$ cat config.mk
export PLATFORM = sky130hd
export DESIGN_NAME = sar_serial_port
export DESIGN_NICKNAME = d
export VERILOG_FILES = /design/src/rtl/sar_port_pkg.sv /design/src/rtl/sar_pin_sampler.sv /design/src/rtl/sar_conv_timer.sv /design/src/rtl/sar_out_shifter.sv /design/src/rtl/sar_serial_port.sv
export SDC_FILE = /design/constraint.sdc
export NUM_CORES = 1
export LEC_CHECK = 0
export CORE_MARGIN = 10
export CORE_UTILIZATION = 30
export CTS_BUF_LIST = sky130_fd_sc_hd__clkbuf_4 sky130_fd_sc_hd__clkbuf_8
export DETAILED_ROUTE_END_ITERATION = 8
export DONT_BUFFER_PORTS = 1
export PLACE_DENSITY_LB_ADDON = 0.3
export SYNTH_ARGS = -nofsm -noshare
export SYNTH_HDL_FRONTEND = slang
export SYNTH_SLANG_ARGS = --single-unit
$ cat constraint.sdc
create_clock -name clk -period 1.9 [get_ports clk]
set_input_delay 0.285 -clock clk [delete_from_list [all_inputs] [get_ports clk]]
set_output_delay 0.285 -clock clk [all_outputs]
set_load 0.02 [all_outputs]
$ cat src/rtl/sar_port_pkg.sv
package sar_port_pkg;

    typedef enum logic [1:0] {
        ST_IDLE = 2'd0,
        ST_CONV = 2'd1,
        ST_READ = 2'd2
    } port_state_t;

    typedef enum logic {
        MODE_SELECT  = 1'b0,
        MODE_CASCADE = 1'b1
    } port_mode_t;

endpackage

$ cat src/rtl/sar_pin_sampler.sv
module sar_pin_sampler #(
    parameter int N_PINS = 3
) (
    input  logic              clk,
    input  logic              rst_n,
    input  logic [N_PINS-1:0] pin_now,
    output logic [N_PINS-1:0] pin_prev,
    output logic [N_PINS-1:0] pin_rise,
    output logic [N_PINS-1:0] pin_fall
);

    for (genvar g = 0; g < N_PINS; g++) begin : g_pin
        always_ff @(posedge clk or negedge rst_n) begin
            if (!rst_n) begin
                pin_prev[g] <= 1'b0;
            end else begin
                pin_prev[g] <= pin_now[g];
            end
        end
        assign pin_rise[g] = pin_now[g] & ~pin_prev[g];
        assign pin_fall[g] = ~pin_now[g] & pin_prev[g];
    end

endmodule

$ cat src/rtl/sar_conv_timer.sv
module sar_conv_timer #(
    parameter int CONV_CYCLES = 20
) (
    input  logic clk,
    input  logic rst_n,
    input  logic start,
    output logic done
);

    localparam int CNT_W = (CONV_CYCLES > 1) ? $clog2(CONV_CYCLES) : 1;
    localparam logic [CNT_W-1:0] LOAD_VAL = CNT_W'(CONV_CYCLES - 1);

    logic [CNT_W-1:0] remain;
    logic             running;

    always_ff @(posedge clk or negedge rst_n) begin
        if (!rst_n) begin
            remain  <= '0;
            running <= 1'b0;
        end else if (start) begin
            remain  <= LOAD_VAL;
            running <= 1'b1;
        end else if (running) begin
            if (remain == '0) begin
                running <= 1'b0;
            end else begin
                remain <= remain - 1'b1;
            end
        end
    end

    assign done = running && (remain == '0);

endmodule

$ cat src/rtl/sar_out_shifter.sv
module sar_out_shifter #(
    parameter int DATA_W = 16
) (
    input  logic              clk,
    input  logic              rst_n,
    input  logic              load,
    input  logic              lead_bit,
    input  logic [DATA_W-1:0] data,
    input  logic              advance,
    input  logic              in_bit,
    output logic              sdo
);

    localparam int SH_W = DATA_W + 1;

    logic [SH_W-1:0] sh;
    logic            lead_q;

    always_ff @(posedge clk or negedge rst_n) begin
        if (!rst_n) begin
            sh     <= '0;
            lead_q <= 1'b0;
        end else if (load) begin
            sh     <= {1'b0, data};
            lead_q <= lead_bit;
        end else if (advance) begin
            sh     <= {sh[SH_W-2:0], in_bit};
        end
    end

    // With a start bit the tap sits one place higher, so the chain
    // input always surfaces right after the last own bit.
    assign sdo = lead_q ? sh[SH_W-1] : sh[SH_W-2];

endmodule

$ cat src/rtl/sar_serial_port.sv
module sar_serial_port
    import sar_port_pkg::*;
#(
    parameter int DATA_W      = 16,
    parameter int CONV_CYCLES = 20
) (
    input  logic              clk,
    input  logic              rst_n,
    input  logic              cnv,
    input  logic              sck,
    input  logic              sdi,
    input  logic [DATA_W-1:0] conv_data,
    output logic              sdo,
    output logic              sdo_oe,
    output logic              idle
);

    localparam int PIN_CNV = 0;
    localparam int PIN_SCK = 1;
    localparam int PIN_SDI = 2;
    localparam int N_PINS  = 3;

    port_state_t state, nxt;
    port_mode_t  mode_q;
    logic        cascade_lead_q;

    logic [N_PINS-1:0] pin_prev, pin_rise, pin_fall;
    logic cnv_rise, sck_fall, sdi_prev, sck_prev;
    logic start, done, load, shift_en, addressed, chain_mode, lead_sel;

    sar_pin_sampler #(.N_PINS(N_PINS)) u_pins (
        .clk      (clk),
        .rst_n    (rst_n),
        .pin_now  ({sdi, sck, cnv}),
        .pin_prev (pin_prev),
        .pin_rise (pin_rise),
        .pin_fall (pin_fall)
    );

    assign cnv_rise = pin_rise[PIN_CNV];
    assign sck_fall = pin_fall[PIN_SCK];
    assign sck_prev = pin_prev[PIN_SCK];
    assign sdi_prev = pin_prev[PIN_SDI];

    sar_conv_timer #(.CONV_CYCLES(CONV_CYCLES)) u_timer (
        .clk   (clk),
        .rst_n (rst_n),
        .start (start),
        .done  (done)
    );

    assign chain_mode = (mode_q == MODE_CASCADE);
    assign addressed  = !(cnv && sdi);
    assign lead_sel   = chain_mode ? cascade_lead_q : addressed;

    sar_out_shifter #(.DATA_W(DATA_W)) u_shift (
        .clk      (clk),
        .rst_n    (rst_n),
        .load     (load),
        .lead_bit (lead_sel),
        .data     (conv_data),
        .advance  (shift_en),
        .in_bit   (chain_mode & sdi),
        .sdo      (sdo)
    );

    // state register
    always_ff @(posedge clk or negedge rst_n) begin
        if (!rst_n) begin
            state <= ST_IDLE;
        end else begin
            state <= nxt;
        end
    end

    // straps captured at an accepted start edge
    always_ff @(posedge clk or negedge rst_n) begin
        if (!rst_n) begin
            mode_q         <= MODE_SELECT;
            cascade_lead_q <= 1'b0;
        end else if (start) begin
            mode_q         <= sdi_prev ? MODE_SELECT : MODE_CASCADE;
            cascade_lead_q <= sck_prev;
        end
    end

    // next state
    always_comb begin
        nxt = state;
        unique case (state)
            ST_IDLE: if (cnv_rise) nxt = ST_CONV;
            ST_CONV: if (done)     nxt = ST_READ;
            ST_READ: if (cnv_rise) nxt = ST_CONV;
            default: nxt = ST_IDLE;
        endcase
    end

    // outputs and strobes
    always_comb begin
        start    = 1'b0;
        load     = 1'b0;
        shift_en = 1'b0;
        idle     = 1'b1;
        sdo_oe   = chain_mode;
        unique case (state)
            ST_IDLE: begin
                start = cnv_rise;
            end
            ST_CONV: begin
                idle = 1'b0;
                load = done;
            end
            ST_READ: begin
                start    = cnv_rise;
                shift_en = sck_fall && (chain_mode || addressed);
                sdo_oe   = chain_mode || addressed;
            end
            default: begin
                idle = 1'b1;
            end
        endcase
    end

endmodule

==> out/qor.yml <==
setup_path:
  cp-start-kind: "register"
  timing.critical_path.mode_cell: "nand2_1"
  crit_path_start: "u_timer.remain[0]$_DFFE_PN0P_"
  worst_r2r_path_depth: 6
  path_max_fanout: 4
  crit_arrival_ns: 1.84
  reg2reg_to: "u_timer.remain[0]$_DFFE_PN0P_"
  r2r_start: "u_timer.remain[0]$_DFFE_PN0P_"
  crit_chain: "inv_1, ha_1, or4b_1, nand2_1, xnor2_1, nand2_1"
  required_ns: 2.06
  critPathCaptureType: "register"
  critPathKind: "reg -> reg"
  r2r_slack_ns: 0.22
  cp_slowest_cell: "or4b_1"
  max_stage_delay_ns: 0.50
cts:
  root_buffer: "clkbuf_8"
  cts.clk_slew.worst_paths_ns: 0.07
  clock_path_buffers: 2
  cts-resized-gates: 0
  postCtsHoldBufs: 2
  cts_setup_buffers: 0
  cts_tree: "done"
  htree_levels: 2
  clock_latency_ns: 0.28
  cts_buffers: 5
  cts.sinks: 31
pwr:
  power.total_mw: 2.32
  peakVddDrop_mv: 0.294
  power.leakage_nw: 0.809
  power.density_mw_per_mm2: 1450
timing:
  grt_setup_unrepaired: "false"
  skew_ns: 0.00388
  hold_viol: 0
  finalCriticalPeriod_ns: 1.68
  slew-limit-headroom_pct: 82.1
  tightest_slew_ns: 0.269
  tns_ns: 0
  finalCritPeriodShare_pct: 88.6
  fmax_mhz: 594
  setup_viol: 0
  drv_slew: 0
min_path:
  hold_class: "in -> reg"
  whs_endpoint: "u_pins.pin_prev[1]$_DFF_PN0_"
  min_from: "sck"
  worstHoldPathCells: 0
global_route:
  grtUsageTotal_pct: 8.32
  grt_pass1_wl_mm: 4.95
  antenna_found_initial: 0
  grt_overflow: 0
  grt_max_degree: 32
  grt_pass1_vias: 1043
logic_synthesis:
  synth_xor_area_share_pct: 1.86
  synth-simple-area-share_pct: 14.8
  synth.avg_cell_area_um2: 12.1
  synth-seq-cells: 31
  syn_inst: 117
  synth.distinct_cells: 29
  synthAdderAreaFrac_pct: 0.883
  synth_top_family_by_area: "compound AO/OA/AOI/OAI gates"
  muxShareOfSynthArea_pct: 4.51
  synth_compound_area_share_pct: 19.4
  syn-cell-area_mm2: 0.00142
  yosysWarnings: 0
  syn_nets: 139
  synth_seq_area_share_pct: 54.8
routing:
  detail-route-antenna-nets: 0
  num_vias: 933
  first_iter_violations: 28
  routed_wl_mm: 3.01
  drcViolationCount: 0
  wl_per_cell_um: 16.6
  drt_pre_antenna_iters: 4
  vias_per_cell: 5.15
floorplanning:
  core-area_mm2: 0.00447
  die-area_mm2: 0.00787
  start_util_pct: 31.7
  rows: 24
  die_y_um: 88.7
  io_pins: 24
  die_x_um: 88.7
layout:
  antenna_cells: 0
  areaGrowthSynthToFinish_pct: 13.1
  drive_above_1_share_pct: 19.4
  fin_nets: 150
placed_design:
  hpwl_mm: 2.27
  portBuffers: 0
  gp_congestion: 0.707
status:
  status: "completed"
flow_run:
  drv_cap: 0
## worst max-delay path by stage
stage          slack, ns                       endpoint
2_1_floorplan       0.24     u_shift.lead_q$_DFFE_PN0P_
3_3_place_gp        0.28  u_timer.remain[0]$_DFFE_PN0P_
3_5_place_dp        0.22  u_timer.remain[0]$_DFFE_PN0P_
4_1_cts             0.21  u_timer.remain[0]$_DFFE_PN0P_
5_1_grt             0.11  u_timer.remain[0]$_DFFE_PN0P_
6_report            0.22  u_timer.remain[0]$_DFFE_PN0P_
## final cells by class
class / count / area, µm²
Clock inverter: 3 / 15.0
Tap cell: 52 / 65.1
Sequential cell: 31 / 776
Timing Repair Buffer: 9 / 82.6
Multi-Input combinational cell: 79 / 587
Inverter: 2 / 7.51
Clock buffer: 5 / 68.8
Fill cell: 433 / 2870
## per-layer routing
metal | part of all wire [%] | vias to the layer above | GRT usage [%] | wire, µm
met3 | 8.7 | 4 | 5.06 | 263
li1 | - | 447 | - | -
met1 | 43 | 462 | 9.26 | 1300
met5 | 0 | - | 0 | 0
met4 | 1.8 | 0 | 4.85 | 54
met2 | 46 | 20 | 12.0 | 1390
## power breakdown
| part | internal [mW] | leakage (nW) | switching, mW |
|---|---|---|---|
| clock | 0.250 | 0.0477 | 0.236 |
| sequential | 0.937 | 0.387 | 0.209 |
| combinational | 0.349 | 0.374 | 0.341 |
| total | 1.54 | 0.809 | 0.786 |
## cells in the final DEF, fill, tap and decap left out, types with 3 or more instances in the layout
cell type | synthesis | final
dfrtp_1 | 31 | 31
nand2_1 | 15 | 15
a21o_1 | 15 | 15
a22o_1 | 13 | 13
buf_4 | 0 | 7
o21ai_0 | 5 | 5
nor2_1 | 5 | 5
clkbuf_8 | 0 | 5
mux2_2 | 3 | 3
mux2i_1 | 3 | 3
clkinv_2 | 0 | 3
## sequential cells by signal, summed over array words and instances (netlist names)
signal and count:
state 2, chain_mode 1, u_timer.running 1, u_shift.lead_q 1, u_shift.sh 17, cascade_lead_q 1, u_pins.pin_prev 3, u_timer.remain 5
## Yosys cell counts
master     count  share of area, %
nor2_2         1              0.44
and2b_1        1              0.53
inv_1          2              0.53
xor2_1         2               1.2
xnor2_1        1              0.62
buf_2          1              0.35
a32oi_1        1              0.62
nand3_1        2              0.71
o211ai_1       1              0.53
nor3_1         1              0.35
or4b_1         1              0.71
mux2_2         3               2.4
buf_8          1               1.1
nand2_1       15               4.0
buf_6          2               1.6
and4bb_4       1               1.1
clkbuf_1       1              0.26
a21o_1        15               8.0
mux2i_1        3               2.1
a22o_1        13               8.0
nand4bb_4      1               1.9
o21a_1         1              0.53
dfrtp_1       31                55
nor3_4         2               2.3
o21ai_0        5               1.8
ha_1           1              0.88
nor2_1         5               1.3
or2_2          1              0.44
nand2b_1       2              0.88
## per-stage QoR
stage                     util [%]  instances  setup WS [ns]  cell area [µm²]  hold slack (ns)
after CTS                     35.8        181          0.211             1600           0.0205
final                         35.8        181          0.216             1600           0.0326
after global routing          35.8        181          0.108             1600          0.00591
after floorplan                  -        117          0.242             1420          -0.0106
after global placement        33.2        171          0.278             1490         -0.00942
after detailed placement      33.2        171          0.224             1490         -0.00930
## critical path: cells and delay by family (launching register included)
family                     cells  cell delay, ns
and+or+nand+nor                3            0.74
DFF                            1            0.38
buffers and inverters          1            0.08
adders and majority gates      1            0.23
xor gates and xnor gates       1            0.14
## cell families after synthesis
group           Yosys count
fa+ha+maj                 1
buf+inv                   7
compound gates           36
mux                       6
xor+xnor                  3
simple gates             33
flops                    31
(Power assumes the default switching activity.)
